==> config.mk <==
export PLATFORM = sky130hd
export DESIGN_NAME = drom_hdr_check
export DESIGN_NICKNAME = d
export VERILOG_FILES = /design/src/rtl/drom_hdr_pkg.sv /design/src/rtl/drom_hdr_ctrl.sv /design/src/rtl/drom_hdr_dp.sv /design/src/rtl/drom_hdr_check.sv
export SDC_FILE = /design/constraint.sdc
export NUM_CORES = 1
export LEC_CHECK = 0
export BUFFER_PORTS_ARGS = -buffer_cell sky130_fd_sc_hd__buf_2
export CAP_MARGIN = 5
export CORE_UTILIZATION = 30
export CTS_BUF_LIST = sky130_fd_sc_hd__clkbuf_4 sky130_fd_sc_hd__clkbuf_8
export CTS_CLUSTER_SIZE = 8
export DETAILED_ROUTE_END_ITERATION = 12
export PLACE_DENSITY_LB_ADDON = 0.25
export SYNTH_ARGS = -nofsm -noshare
export SYNTH_HDL_FRONTEND = slang
export SYNTH_SLANG_ARGS = --single-unit
==> constraint.sdc <==
create_clock -name clk -period 6.35 [get_ports clk]
set_input_delay 1.27 -clock clk [delete_from_list [all_inputs] [get_ports clk]]
set_output_delay 1.27 -clock clk [all_outputs]
set_load 0.02 [all_outputs]
==> src/rtl/drom_hdr_pkg.sv <==
package drom_hdr_pkg;

  // fixed byte layout of the header
  localparam int CRC8_IDX  = 0;
  localparam int ID_FIRST  = 1;
  localparam int ID_BYTES  = 8;
  localparam int DCRC_IDX  = 9;
  localparam int DCRC_BYTES = 4;
  localparam int REV_IDX   = 13;
  localparam int LEN_IDX   = 14;

  localparam logic [7:0]  CRC8_POLY  = 8'h07;
  localparam logic [7:0]  CRC8_INIT  = 8'hFF;
  localparam logic [31:0] CRC32_POLY = 32'h82F63B78;
  localparam logic [31:0] CRC32_INIT = 32'hFFFF_FFFF;

  typedef struct packed {
    logic take;   // byte accepted this cycle
    logic clear;  // restart for the next image
  } ctrlStrobeT;

  typedef struct packed {
    logic shortHit; // current byte ends a too-short image
    logic lastHit;  // current byte is the image's final byte
  } dpStatusT;

  typedef enum logic [1:0] {
    RC_PASS  = 2'd0,
    RC_SHORT = 2'd1,
    RC_IDCRC = 2'd2,
    RC_DATA  = 2'd3
  } reasonT;

  function automatic logic [7:0] crc8Step(input logic [7:0] c, input logic [7:0] d);
    logic [7:0] r;
    logic fb;
    r = c;
    for (int i = 7; i >= 0; i--) begin
      fb = r[7] ^ d[i];
      r  = {r[6:0], 1'b0} ^ (fb ? CRC8_POLY : 8'h00);
    end
    return r;
  endfunction

  function automatic logic [31:0] crc32Step(input logic [31:0] c, input logic [7:0] d);
    logic [31:0] r;
    logic fb;
    r = c;
    for (int i = 0; i < 8; i++) begin
      fb = r[0] ^ d[i];
      r  = {1'b0, r[31:1]} ^ (fb ? CRC32_POLY : 32'h0);
    end
    return r;
  endfunction

endpackage

==> src/rtl/drom_hdr_ctrl.sv <==
module drom_hdr_ctrl
  import drom_hdr_pkg::*;
(
  input  logic       clk,
  input  logic       rstN,
  input  logic       inValid,
  input  dpStatusT   status,
  output ctrlStrobeT strobe,
  output logic       inReady,
  output logic       resValid
);

  typedef enum logic {ST_RUN, ST_REPORT} stateT;
  stateT state, stateNext;

  assign inReady      = (state == ST_RUN);
  assign resValid     = (state == ST_REPORT);
  assign strobe.take  = inValid && inReady;
  assign strobe.clear = (state == ST_REPORT);

  always_comb begin
    stateNext = state;
    case (state)
      ST_RUN:    if (strobe.take && (status.shortHit || status.lastHit)) stateNext = ST_REPORT;
      ST_REPORT: stateNext = ST_RUN;
      default:   stateNext = ST_RUN;
    endcase
  end

  always_ff @(posedge clk) begin
    if (!rstN) state <= ST_RUN;
    else       state <= stateNext;
  end

endmodule

==> src/rtl/drom_hdr_dp.sv <==
module drom_hdr_dp
  import drom_hdr_pkg::*;
#(
  parameter int LEN_BITS   = 10,
  parameter int DATA_START = 13,
  parameter int HDR_LEN    = 22,
  parameter int MAX_REV    = 1,
  parameter int SIZE_W     = 11
)(
  input  logic              clk,
  input  logic              rstN,
  input  ctrlStrobeT        strobe,
  input  logic [7:0]        inData,
  output dpStatusT          status,
  output logic [1:0]        resCode,
  output logic              revWarn,
  output logic [63:0]       uniqueId,
  output logic [SIZE_W-1:0] imageSize
);

  localparam int LEN_HI = LEN_BITS - 8;

  logic [SIZE_W-1:0] byteIdx;
  logic [7:0]        crc8Reg, expId, revReg, lenLo;
  logic [31:0]       crc32Reg, expData;
  logic [63:0]       idReg;
  logic [SIZE_W-1:0] sizeReg;
  logic              shortReg;

  logic [SIZE_W-1:0] sizeNow;
  logic              atLenHi;
  logic [ID_BYTES-1:0]   idHit;
  logic [DCRC_BYTES-1:0] dcrcHit;
  logic              inIdRange, inDataRange;

  assign sizeNow = SIZE_W'({inData[LEN_HI-1:0], lenLo}) + SIZE_W'(DATA_START);
  assign atLenHi = (byteIdx == SIZE_W'(LEN_IDX + 1));

  assign status.shortHit = atLenHi && (sizeNow < SIZE_W'(HDR_LEN));
  assign status.lastHit  = (byteIdx > SIZE_W'(LEN_IDX + 1)) && (byteIdx == sizeReg - SIZE_W'(1));

  genvar k;
  generate
    for (k = 0; k < ID_BYTES; k++) begin : g_idHit
      assign idHit[k] = strobe.take && (byteIdx == SIZE_W'(ID_FIRST + k));
    end
    for (k = 0; k < DCRC_BYTES; k++) begin : g_dcrcHit
      assign dcrcHit[k] = strobe.take && (byteIdx == SIZE_W'(DCRC_IDX + k));
    end
  endgenerate

  assign inIdRange   = |idHit;
  assign inDataRange = strobe.take && (byteIdx >= SIZE_W'(DATA_START));

  always_ff @(posedge clk) begin
    if (!rstN || strobe.clear) begin
      byteIdx  <= '0;
      crc8Reg  <= CRC8_INIT;
      crc32Reg <= CRC32_INIT;
      shortReg <= 1'b0;
    end else begin
      if (strobe.take) byteIdx <= byteIdx + SIZE_W'(1);
      if (inIdRange)   crc8Reg <= crc8Step(crc8Reg, inData);
      if (inDataRange) crc32Reg <= crc32Step(crc32Reg, inData);
      if (strobe.take && atLenHi) shortReg <= (sizeNow < SIZE_W'(HDR_LEN));
    end
  end

  always_ff @(posedge clk) begin
    if (!rstN) begin
      expId   <= '0;
      expData <= '0;
      idReg   <= '0;
      revReg  <= '0;
      lenLo   <= '0;
      sizeReg <= '0;
    end else begin
      if (strobe.take && byteIdx == SIZE_W'(CRC8_IDX)) expId  <= inData;
      if (strobe.take && byteIdx == SIZE_W'(REV_IDX))  revReg <= inData;
      if (strobe.take && byteIdx == SIZE_W'(LEN_IDX))  lenLo  <= inData;
      if (strobe.take && atLenHi)                      sizeReg <= sizeNow;
      for (int i = 0; i < ID_BYTES; i++)
        if (idHit[i]) idReg[8*i +: 8] <= inData;
      for (int i = 0; i < DCRC_BYTES; i++)
        if (dcrcHit[i]) expData[8*i +: 8] <= inData;
    end
  end

  logic idBad, dataBad;
  assign idBad   = (crc8Reg != expId);
  assign dataBad = (~crc32Reg != expData);

  always_comb begin
    if (shortReg)     resCode = RC_SHORT;
    else if (idBad)   resCode = RC_IDCRC;
    else if (dataBad) resCode = RC_DATA;
    else              resCode = RC_PASS;
  end

  assign revWarn   = (revReg > 8'(MAX_REV));
  assign uniqueId  = idReg;
  assign imageSize = sizeReg;

endmodule

==> src/rtl/drom_hdr_check.sv <==
module drom_hdr_check
  import drom_hdr_pkg::*;
#(
  parameter int LEN_BITS   = 10,
  parameter int DATA_START = 13,
  parameter int HDR_LEN    = 22,
  parameter int MAX_REV    = 1,
  localparam int SIZE_W    = $clog2((1 << LEN_BITS) + DATA_START + 1)
)(
  input  logic              clk,
  input  logic              rstN,
  input  logic              inValid,
  input  logic [7:0]        inData,
  output logic              inReady,
  output logic              resValid,
  output logic              resPass,
  output logic [1:0]        resCode,
  output logic              revWarn,
  output logic [63:0]       uniqueId,
  output logic [SIZE_W-1:0] imageSize
);

  ctrlStrobeT strobe;
  dpStatusT   status;

  drom_hdr_ctrl u_ctrl (
    .clk      (clk),
    .rstN     (rstN),
    .inValid  (inValid),
    .status   (status),
    .strobe   (strobe),
    .inReady  (inReady),
    .resValid (resValid)
  );

  drom_hdr_dp #(
    .LEN_BITS   (LEN_BITS),
    .DATA_START (DATA_START),
    .HDR_LEN    (HDR_LEN),
    .MAX_REV    (MAX_REV),
    .SIZE_W     (SIZE_W)
  ) u_dp (
    .clk       (clk),
    .rstN      (rstN),
    .strobe    (strobe),
    .inData    (inData),
    .status    (status),
    .resCode   (resCode),
    .revWarn   (revWarn),
    .uniqueId  (uniqueId),
    .imageSize (imageSize)
  );

  assign resPass = (resCode == RC_PASS);

endmodule

Yosys cells after proc, flatten, opt, wreduce, memory -nomap -nowiden:

Cells that the tools add are included.

* bits in registers: 184
* input bits: 11
* output and inout port bits: 81
* word-level logic and storage cells: 128

* $add $sub $neg: 3
* $lt $le $gt $ge: 4
* equality and inequality tests: 18
* muxes and demuxes: 21
* bitwise logic cells: 34
* reduce and logical (&&, ||, !) cells: 27

Operator list (count)
* $mux 32: 8
* $xor 31x32->32: 8
* $eq 11x4->1 const B: 8
* $xor 8x8->8: 8
* $eq 11x3->1 const B: 4
* $ne 32x32->1: 1
* $not 32->32: 1
* $mux 3: 8
* $eq 11x2->1 const B: 2
* $logic_and 1x1->1: 21
* $xor 1x1->1: 16
* $add 10x4->11 const B: 1
* $add 11x1->11 const B: 1
* $eq 11x1->1 const B: 1
* $eq 11x11->1: 1
* $ge 11x4->1 const B: 1
* $gt 11x4->1 const B: 1
* $logic_not 11->1: 1
* $lt 11x5->1 const B: 1
* $sub 11x1->11 const B: 1
* $gt 8x1->1 const B: 1
* $ne 8x8->1: 1
* $reduce_or 8->1: 1
* $mux 2: 3
* other kinds (6): 7

Logic depth before layout (Yosys ltp):

Gate-level depths: netlist of the first run.

* depth in word-level cells: 24
* mapped depth: 10
* mapped depth without buffers: 8

By module:

From an unflattened synthesis of the first run, not the netlist that was laid out.

* cells, all modules: 1037
* area total of the unflattened synthesis: 9351.5 µm²

Modules (own cells, without submodules)
* drom_hdr_dp: instances 1, cells an instance 1031, area each 9292.7 µm², sequential area each 3643.5 µm²
* drom_hdr_ctrl: instances 1, cells an instance 5, area each 55.1 µm², sequential area each 20.0 µm²
* drom_hdr_check: instances 1, cells an instance 1, area each 3.8 µm², sequential area each 0.0 µm²

Worst setup path before layout of the first run:

Ideal clock, no wire load.

* kind: flip-flop to output port
* start point: register u_dp.crc32Reg[0]
* end point: output resPass
* data arrival time: 1.831 ns
* data required time: 5.080 ns
* path slack: 3.249 ns
* cell stages (with the launch flop): 6
* path buffers: 0
* cells stage by stage: dfxtp_1 > xnor2_1 > nor4_1 > nand4_1 > or4_1 > nor3_1

* longest elaborated chain between the ends: 6

RTL lines
* from (decl): RTL line drom_hdr_dp.sv:25 `logic [31:0] crc32Reg, expData;`
* from (signal assigned): RTL line drom_hdr_dp.sv:64 `if (inDataRange) crc32Reg <= crc32Step(crc32Reg, inData);`
* $not 32->32: RTL line drom_hdr_dp.sv:91 `assign dataBad = (~crc32Reg != expData);`
* $ne 32x32->1: RTL line drom_hdr_dp.sv:91
* $mux 2: RTL line drom_hdr_dp.sv:96 `else if (dataBad) resCode = RC_DATA;`
* $mux 2: RTL line drom_hdr_dp.sv:95 `else if (idBad) resCode = RC_IDCRC;`
* $mux 2: RTL line drom_hdr_dp.sv:94 `if (shortReg) resCode = RC_SHORT;`
* $logic_not 2->1: RTL line drom_hdr_check.sv:54 `assign resPass = (resCode == RC_PASS);`
* to (decl): RTL line drom_hdr_check.sv:16 `output logic resPass,`

No other way between the ends.

Worst setup path after layout of the first run:

* start point: register u_dp.crc32Reg[12]
* end point: output resCode[0]

* longest elaborated chain between the ends: 5

RTL lines
* $not 32->32: RTL line drom_hdr_dp.sv:91
* $ne 32x32->1: RTL line drom_hdr_dp.sv:91
* $mux 2: RTL line drom_hdr_dp.sv:96
* $mux 2: RTL line drom_hdr_dp.sv:95
* $mux 2: RTL line drom_hdr_dp.sv:94
* to (decl): RTL line drom_hdr_check.sv:17 `output logic [1:0] resCode,`

No other way between the ends.

==> impl_metrics.tcl, run 1 <==
set metrics [dict create \
    clkSlewWorstSetupHoldPaths_ps 110 \
    finalSetupViolations 0 \
    met3_usage_pct 4.18 \
    vias 6795 \
    synthCells 979 \
    fin_util_pct 34.7 \
    slew_headroom_pct 38.7 \
    worst_slack_ps 2440 \
    slew_violations 0 \
    seq_power_share_pct 50.2 \
    worst_path_largest_cell_delay_ps 640 \
    antenna_found_initial 0 \
    critPathRequiredTime_ps 5080 \
    path_max_fanout 3 \
    die_w_um 176 \
    syn_nets 996 \
    power.leakage_nw 4.37 \
    period_share_pct 61.5 \
    gr-usage-all-layers_pct 15.9 \
    yosys.area.top_type "dfxtp_1" \
    postPlaceCellArea_um2 9900 \
    worstHoldPathType "reg2reg" \
    vdd_drop_max_mv 0.131 \
    gp_congestion 0.803 \
    async_flop_share_pct 0 \
    path_class "reg2out" \
    fmax_mhz 256 \
    final_antenna_net_count 0 \
    dieArea_um2 31100 \
    intPower_mw 1.67 \
    top_usage_layer "met2" \
    area_growth_pct 13.2 \
    yosysWarningCount 0 \
    synth-edff-count 0 \
    rsz0062_at_grt "no" \
    postLayoutCellArea_um2 10300 \
    grt_util_met2_pct 24.4 \
    drtPass1Iterations 5 \
    drtIter0Drc 481 \
    vias_per_cell 4.73 \
    grt_pass1_wl_um 38200 \
    hold_violations 0 \
    syn_area_um2 9120 \
    start_kind "flop" \
    final.min_clock_period_ps 3910 \
    cts-hold-fix-buffers 0 \
    use_met1_pct 22.3 \
    power.switching_mw 0.679 \
    end_kind "primary output" \
    seq_area_frac_synth_pct 40.2 \
    cts_tree "yes" \
    rows 63 \
    crit_chain "xnor2_1 > nor4_1 > nand4_1 > or4_1 > a21o_1 > buf_2" \
    root_buffer "clkbuf_8" \
    dp_hpwl_um 16000 \
    ys_top_cells_by_count "dfxtp_1, nand2_1, xnor2_1" \
    num_antenna_cells 0 \
    cts_resized 0 \
    synth_ff_type "dfxtp_1" \
    outcome "completed" \
    port_buffers 91 \
    layout.nets 1052 \
    initial_core_util_pct 30.6 \
    drcViolationCount 0 \
    fin_skew_ps 20.8 \
    synth_top_area_share_pct 40.2 \
    synth-seq-cells 183 \
    drt_wl_total_um 24000 \
    power_frac_clock_pct 36.2 \
    cts.sinks 183 \
    clk_path_buf_depth 2 \
    p_comb_share_pct 13.7 \
    fp.dieH_um 176 \
    power.density_nw_per_um2 228 \
    numCtsBuffers 17 \
    crit_arrival_ps 2640 \
    wl_per_cell_um 16.7 \
    cp_slowest_cell "or4_1" \
    pre_cts_ws_ps 2470 \
    drive_gt1_share_pct 14.2 \
    synthTopCellsByArea "dfxtp_1, xnor2_1, mux2i_1, xor2_1, nand2_1" \
    insertion_delay_ps 480 \
    swShare_pct 28.8 \
    io-pin-count 92 \
    max_cap_viol_count 0 \
    cts_setup_buffers 0 \
    reg2reg_slack_ps 3320 \
    grt_max_degree 94 \
    yosys.cell_count.top_type "dfxtp_1" \
    grt_overflow 0 \
    synth.avg_cell_area_um2 9.32 \
    htreeDepth 4 \
    grt_pass1_vias 6555 \
    ys_types 55 \
    tightest_slew_ps 917 \
    core_area_um2 29800 \
    setup_tns_ps 0 \
]
[cell type report]
type,instances,area (um2)
inverters,8,30.0
multi-input cells,726,5200
clock buffers,18,241
clock inverters,14,188
well taps,390,488
fillers,3111,19500
flip-flops and latches,183,3660
repair buffers,99,518
[path summary, 6_finish.rpt]
kind,end,start,depth (start not counted)
worst max-delay path,resCode[0],u_dp.crc32Reg[12]$_SDFFE_PP1P_,6
worst min-delay path,u_dp.uniqueId[61]$_SDFFE_PN0P_,u_dp.uniqueId[61]$_SDFFE_PN0P_,2
worst max register to register,u_ctrl.resValid$_SDFF_PP0_,u_dp.byteIdx[0]$_SDFFE_PP0P_,7
worst min register to register,u_dp.uniqueId[61]$_SDFFE_PN0P_,u_dp.uniqueId[61]$_SDFFE_PN0P_,2
[registers in the layout, summed over array words and instances (netlist names)]
name / cells
u_ctrl.resValid: 1
u_dp.byteIdx: 11
u_dp.crc32Reg: 32
u_dp.crc8Reg: 8
u_dp.expData: 32
u_dp.expId: 8
u_dp.imageSize: 11
u_dp.lenLo: 8
u_dp.revReg: 7
u_dp.shortReg: 1
u_dp.uniqueId: 64
[through the flow]
step | power (mW) | std cells | hold slack [ps]
after floorplan | 1.46 | 979 | 443
after CTS | 2.38 | 1438 | 463
after global placement | 1.53 | 1406 | 441
after detailed placement | 1.53 | 1406 | 446
after global routing | 2.47 | 1438 | 485
final | 2.35 | 1438 | 461
[layout by cell type, fill, tap and decap left out, types with 17 or more instances in the layout]
| master | netlist | final |
|---|---|---|
| dfxtp_1 | 183 | 183 |
| o211ai_1 | 22 | 22 |
| nor2b_1 | 72 | 71 |
| nand2_1 | 122 | 122 |
| nor2_1 | 23 | 23 |
| clkbuf_8 | 0 | 17 |
| mux2i_1 | 76 | 76 |
| a21boi_0 | 53 | 53 |
| xor2_1 | 57 | 57 |
| buf_2 | 6 | 90 |
| nand3_1 | 64 | 64 |
| xnor2_1 | 105 | 105 |
[logic make-up (layout without fill, tap and decap cells)]
| kind of cell | Yosys count | in the layout | synth area share, % |
|---|---|---|---|
| AND/OR/NAND/NOR | 336 | 336 | 18.2 |
| flip-flops | 183 | 183 | 40.2 |
| XOR/XNOR | 176 | 176 | 19.1 |
| AO/OA/AOI/OAI | 132 | 132 | 10.3 |
| multiplexers | 76 | 76 | 8.34 |
| buffers and inverters | 70 | 139 | 3.13 |
| adder cells (fa/ha/maj) | 6 | 6 | 0.823 |
[worst max-delay path: cells and delay by family, from the launching register on]
family	cells	cell delay, ps
buffers and inverters	1	150
xor gates and xnor gates	1	90
AOI/OAI and AO/OA	1	210
and+or+nand+nor	3	1270
DFF	1	440
[layer usage]
layer	routed length (um)	part of all wire (%)
met1	12100	50
met2	10700	44
met3	1110	4.6
met4	125	0.52
met5	0	0
[power by group through the flow]
stage	sequential [mW]	clock (mW)	combinational, mW
after floorplan	1.21	0	0.253
final	1.18	0.851	0.322
after global placement	1.21	0	0.323
after detailed placement	1.21	0	0.322
after global routing	1.18	0.932	0.351
after CTS	1.18	0.879	0.324
No activity file was read; power rests on OpenSTA's default activity.
==> inputs of run 2 (changes only) <==
Clock period 6.35 ns to 4 ns, I/O delays scaled along.
==> run 2 against run 1 <==
Net effect: register-to-register slack worse by 2000 ps; hold slack better by 12 ps; power is 56% higher; worst setup slack worse by 1900 ps; clock power rose by 49%; sequential power up 59%; die area stayed put; sequential share of layout area down 0.29 points; non-clock buffer count rose by 15; critical endpoint unchanged.
==> impl_metrics.tcl, run 2 (synthesis results as in run 1) <==
set metrics [dict create \
    slew_violations 0 \
    dp_hpwl_um 16700 \
    core_area_um2 29800 \
    clkSlewWorstSetupHoldPaths_ps 120 \
    rsz0062_at_grt "no" \
    layout_common_cells "dfxtp_1, nand2_1, xnor2_1, buf_2, mux2i_1" \
    drtIter0Drc 356 \
    layout.nets 1067 \
    grt_pass1_vias 6560 \
    outcome "completed" \
    finalSetupViolations 0 \
    drtPass1Iterations 5 \
    die_w_um 176 \
    grt_pass1_wl_um 39000 \
    vdd_drop_max_mv 0.160 \
    antenna_found_initial 1 \
    insertion_delay_ps 480 \
    intPower_mw 2.56 \
    rows 63 \
    clk_path_buf_depth 2 \
    postLayoutCellArea_um2 10400 \
    postPlaceCellArea_um2 10000 \
    grt_max_degree 106 \
    worstHoldPathType "reg2reg" \
    gp_congestion 0.783 \
    htreeDepth 4 \
    final.min_clock_period_ps 3460 \
    final_antenna_net_count 0 \
    root_buffer "clkbuf_8" \
    power.leakage_nw 4.43 \
    gr-usage-all-layers_pct 16.3 \
    drt_wl_total_um 24400 \
    fin_skew_ps 19.6 \
    crit_arrival_ps 2660 \
    numCtsBuffers 17 \
    cts_tree "yes" \
    dieArea_um2 31100 \
    vias_per_cell 4.67 \
    cts_resized 0 \
    largest_register_ffs 64 \
    max_cap_viol_count 0 \
    wl_per_cell_um 16.8 \
    critPathBufInv 1 \
    cp_slowest_cell "or4_1" \
    cts.sinks 183 \
    path_max_fanout 3 \
    start_kind "flop" \
    power.density_nw_per_um2 352 \
    critPathRequiredTime_ps 3200 \
    setup_tns_ps 0 \
    drcViolationCount 0 \
    initial_core_util_pct 30.6 \
    final_common_cell "dfxtp_1" \
    cts_setup_buffers 0 \
    area_growth_pct 14.1 \
    tightest_slew_ps 970 \
    drive_gt1_share_pct 15.4 \
    cts-hold-fix-buffers 0 \
    end_kind "primary output" \
    io-pin-count 92 \
    power_frac_clock_pct 34.7 \
    fmax_mhz 289 \
    vias 6786 \
    period_share_pct 86.5 \
    hold_violations 0 \
    seq_power_share_pct 51.1 \
    grt_overflow 0 \
    fin_util_pct 34.9 \
    swShare_pct 30.3 \
    worst_path_largest_cell_delay_ps 640 \
    p_comb_share_pct 14.2 \
    power.switching_mw 1.11 \
    path_class "reg2out" \
    port_buffers 91 \
    fp.dieH_um 176 \
    crit_chain "xnor2_1 > nor4_1 > nand4_1 > or4_1 > a21o_1 > buf_2" \
    slew_headroom_pct 35.2 \
    cpLargestDelayFamily "simple AND/OR/NAND/NOR gates" \
]
## run 2: cell count changes in the layout (fill, tap and decap cells not counted), sizes merged
cell	before	now
buf	99	114
diode	0	1
bufinv	2	0
clkinv	4	6
## run 2: power groups by stage
stage / Clock, mW / Combinational, mW / Sequential [mW]
6_report: 1.27 / 0.519 / 1.88
5_1_grt: 1.39 / 0.565 / 1.88
4_1_cts: 1.31 / 0.524 / 1.88
3_5_place_dp: 0 / 0.522 / 1.92
3_3_place_gp: 0 / 0.520 / 1.92
2_1_floorplan: 0 / 0.402 / 1.92
## run 2: layer usage
layer / GRT usage, % / vias up / part of all wire, %
met1: 22.8 / 3195 / 51
met2: 25.2 / 126 / 45
li1: - / 3448 / -
met3: 3.17 / 17 / 3.7
met4: 4.31 / 0 / 0.88
met5: 0 / - / 0
## run 2: cell type report
class | count | area [um2]
antenna | 1 | 2.50
clock buffer | 18 | 248
clock inverter | 14 | 155
fill | 3151 | 19400
inverter | 8 | 30.0
multi-input combinational | 726 | 5190
sequential | 183 | 3660
tap | 390 | 488
timing repair buffer | 114 | 631
## run 2: worst register-to-register path: stages (launching register included)
cell and delay (ps):
dfxtp_1 420, nor4_1 520, nand3_1 350, nor3_1 510
nand2_1 450, mux2i_1 270, nor2b_1 60
## run 2: path summary, 6_finish.rpt
kind,startpoint,end,slack [ps],depth (start not counted)
setup / recovery,u_dp.crc32Reg[18]$_SDFFE_PP1P_,resCode[0],540,6
hold / removal,u_dp.uniqueId[61]$_SDFFE_PN0P_,u_dp.uniqueId[61]$_SDFFE_PN0P_,470,2
setup reg to reg,u_dp.byteIdx[8]$_SDFFE_PP0P_,u_dp.uniqueId[12]$_SDFFE_PN0P_,1330,6
hold reg to reg,u_dp.uniqueId[61]$_SDFFE_PN0P_,u_dp.uniqueId[61]$_SDFFE_PN0P_,470,2
## run 2: stage by stage
stage	cells	power [mW]	setup slack (ps)	hold slack, ps
floorplan	979	2.32	1370	443
global placement	1421	2.44	1010	445
detailed placement	1421	2.44	1000	453
CTS	1453	3.71	513	476
global route	1453	3.83	341	490
finish	1454	3.67	540	473
==> inputs of run 3 (changes only) <==
--- a/config.mk
+++ b/config.mk
@@ -6,5 +6,4 @@
 export NUM_CORES = 1
 export LEC_CHECK = 0
-export BUFFER_PORTS_ARGS = -buffer_cell sky130_fd_sc_hd__buf_2
 export CAP_MARGIN = 5
 export CORE_UTILIZATION = 30
@@ -12,4 +11,5 @@
 export CTS_CLUSTER_SIZE = 8
 export DETAILED_ROUTE_END_ITERATION = 12
+export DONT_BUFFER_PORTS = 1
 export PLACE_DENSITY_LB_ADDON = 0.25
 export SYNTH_ARGS = -nofsm -noshare
==> constraint.sdc (replaced) <==
create_clock -name clk -period 4 [get_ports clk]
set_input_delay 0.2 -clock clk [delete_from_list [all_inputs] [get_ports clk]]
set_output_delay 0.2 -clock clk [all_outputs]
set_load 0.02 [all_outputs]
==> run 3 against run 2 <==
Net effect: critical path depth down 1; hold slack lost 430 ps; sequential power hardly changed; highest routed layer unchanged; critical endpoint is now resPass; cell area decreased by 4.3%.
==> impl_metrics.tcl, run 3 (synthesis results as in run 1) <==
set metrics [dict create \
    outcome "completed" \
    path_class "reg2out" \
    power.leakage_nw 3.93 \
    r2r-end "u_dp.uniqueId[51]$_SDFFE_PN0P_" \
    drtIter0Drc 474 \
    power.density_nw_per_um2 365 \
    layout_common_cells "dfxtp_1, nand2_1, xnor2_1, mux2i_1, nor2b_1" \
    dieArea_um2 31100 \
    cts_resized 0 \
    setup_tns_ps 0 \
    rsz0062_at_grt "no" \
    port_buffers 0 \
    vias_per_cell 4.84 \
    fin_util_pct 33.4 \
    drtPass1Iterations 5 \
    num_antenna_cells 0 \
    final_common_cell "dfxtp_1" \
    layout.nets 972 \
    cts_setup_buffers 0 \
    r2r-start "u_dp.byteIdx[8]$_SDFFE_PP0P_" \
    final_antenna_net_count 0 \
    worstHoldPathType "in2reg" \
    finalSetupViolations 0 \
    core_area_um2 29800 \
    crit_start "u_dp.crc32Reg[12]$_SDFFE_PP1P_" \
    dp_hpwl_um 15800 \
    drcViolationCount 0 \
    critPathBufInv 0 \
    cts.sinks 183 \
    start_kind "flop" \
    die_w_um 176 \
    crit_arrival_ps 2740 \
    critPathRequiredTime_ps 3800 \
    root_buffer "clkbuf_8" \
    cp_slowest_cell "or4_1" \
    wl_per_cell_um 18.6 \
    fin_skew_ps 19.3 \
    grt_pass1_wl_um 39200 \
    fmax_mhz 340 \
    io-pin-count 92 \
    worstRegToRegCells 6 \
    period_share_pct 73.4 \
    hold_depth 3 \
    clkSlewWorstSetupHoldPaths_ps 100 \
    drt_wl_total_um 25200 \
    fp.dieH_um 176 \
    grt_pass1_vias 6365 \
    cpLargestDelayFamily "simple AND/OR/NAND/NOR gates" \
    insertion_delay_ps 470 \
    cp.depth 5 \
    crit_end "resPass" \
    grt_max_degree 131 \
    grt_overflow 0 \
    slew_headroom_pct 20.9 \
    htreeDepth 4 \
    clk_path_buf_depth 2 \
    initial_core_util_pct 30.6 \
    gp_congestion 0.771 \
    vdd_drop_max_mv 0.203 \
    area_growth_pct 9.20 \
    cts_tree "yes" \
    antenna_found_initial 0 \
    end_kind "primary output" \
    largest_register_ffs 64 \
    hold_violations 0 \
    crit_chain "xnor2_1 > nor4_1 > nand4_1 > or4_1 > nor3_1" \
    path_max_fanout 3 \
    worst_path_largest_cell_delay_ps 650 \
    slew_violations 0 \
    tightest_slew_ps 1180 \
    numCtsBuffers 17 \
    cts-hold-fix-buffers 10 \
    gr-usage-all-layers_pct 16.6 \
    p_total_mw 3.63 \
    max_cap_viol_count 0 \
    final.min_clock_period_ps 2940 \
    reg2reg_slack_ps 1110 \
    rows 63 \
    drive_gt1_share_pct 6.10 \
    vias 6569 \
]
==> run 3: changes by cell type in the layout (fill, tap and decap cells not counted), moves of 2 or more <==
cell	before	now
clkinvlp_4	2	4
clkinv_8	4	0
buf_4	24	8
buf_2	90	0
dlygate4sd3_1	0	9
==> run 3: how the worst min path moves through the flow <==
stage	start	endpoint	slack (ps)
floorplan	inValid	u_dp.byteIdx[0]$_SDFFE_PP0P_	340
global placement	rstN	u_dp.imageSize[0]$_SDFFE_PN0P_	340
detailed placement	rstN	u_dp.imageSize[0]$_SDFFE_PN0P_	340
CTS	inData[1]	u_dp.imageSize[9]$_SDFFE_PN0P_	10
global route	inData[4]	u_dp.crc8Reg[4]$_SDFFE_PP1P_	40
finish	inData[1]	u_dp.imageSize[9]$_SDFFE_PN0P_	40
==> run 3: tightest hold or removal path, delay by kind of cell <==
kind,cells,cell delay [ps]
compound gates,1,130
xor+xnor,1,70
simple gates,1,70
==> run 3: final cells by class <==
type	instances	area, um2
well taps	390	488
inverters	8	30.0
multi-input cells	726	5200
repair buffers	19	198
clock buffers	20	269
fillers	3131	19800
flip-flops and latches	183	3660
clock inverters	11	115
==> run 3: stage by stage <==
step | std cells | hold WS (ps) | instance area (um2) | setup WS [ps]
floorplan | 979 | 337 | 9120 | 1910
global placement | 1316 | 338 | 9460 | 1200
detailed placement | 1316 | 339 | 9460 | 1180
CTS | 1357 | 12.1 | 9960 | 1050
global route | 1357 | 43.4 | 9960 | 911
finish | 1357 | 41.7 | 9960 | 1060
==> run 3: report_power, final <==
group / internal (mW) / leakage, nW / switching [mW]
clock: 0.542 / 0.184 / 0.715
sequential: 1.85 / 1.48 / 0.0371
combinational: 0.218 / 2.26 / 0.273
==> run 3: layer usage <==
metal / vias to the layer above / global-route usage (%) / routed length, um
li1: 3250 / - / -
met2: 141 / 25.4 / 11000
met5: - / 0 / 0
met3: 17 / 4.61 / 1640
met4: 0 / 4.20 / 298
met1: 3161 / 23.0 / 12300
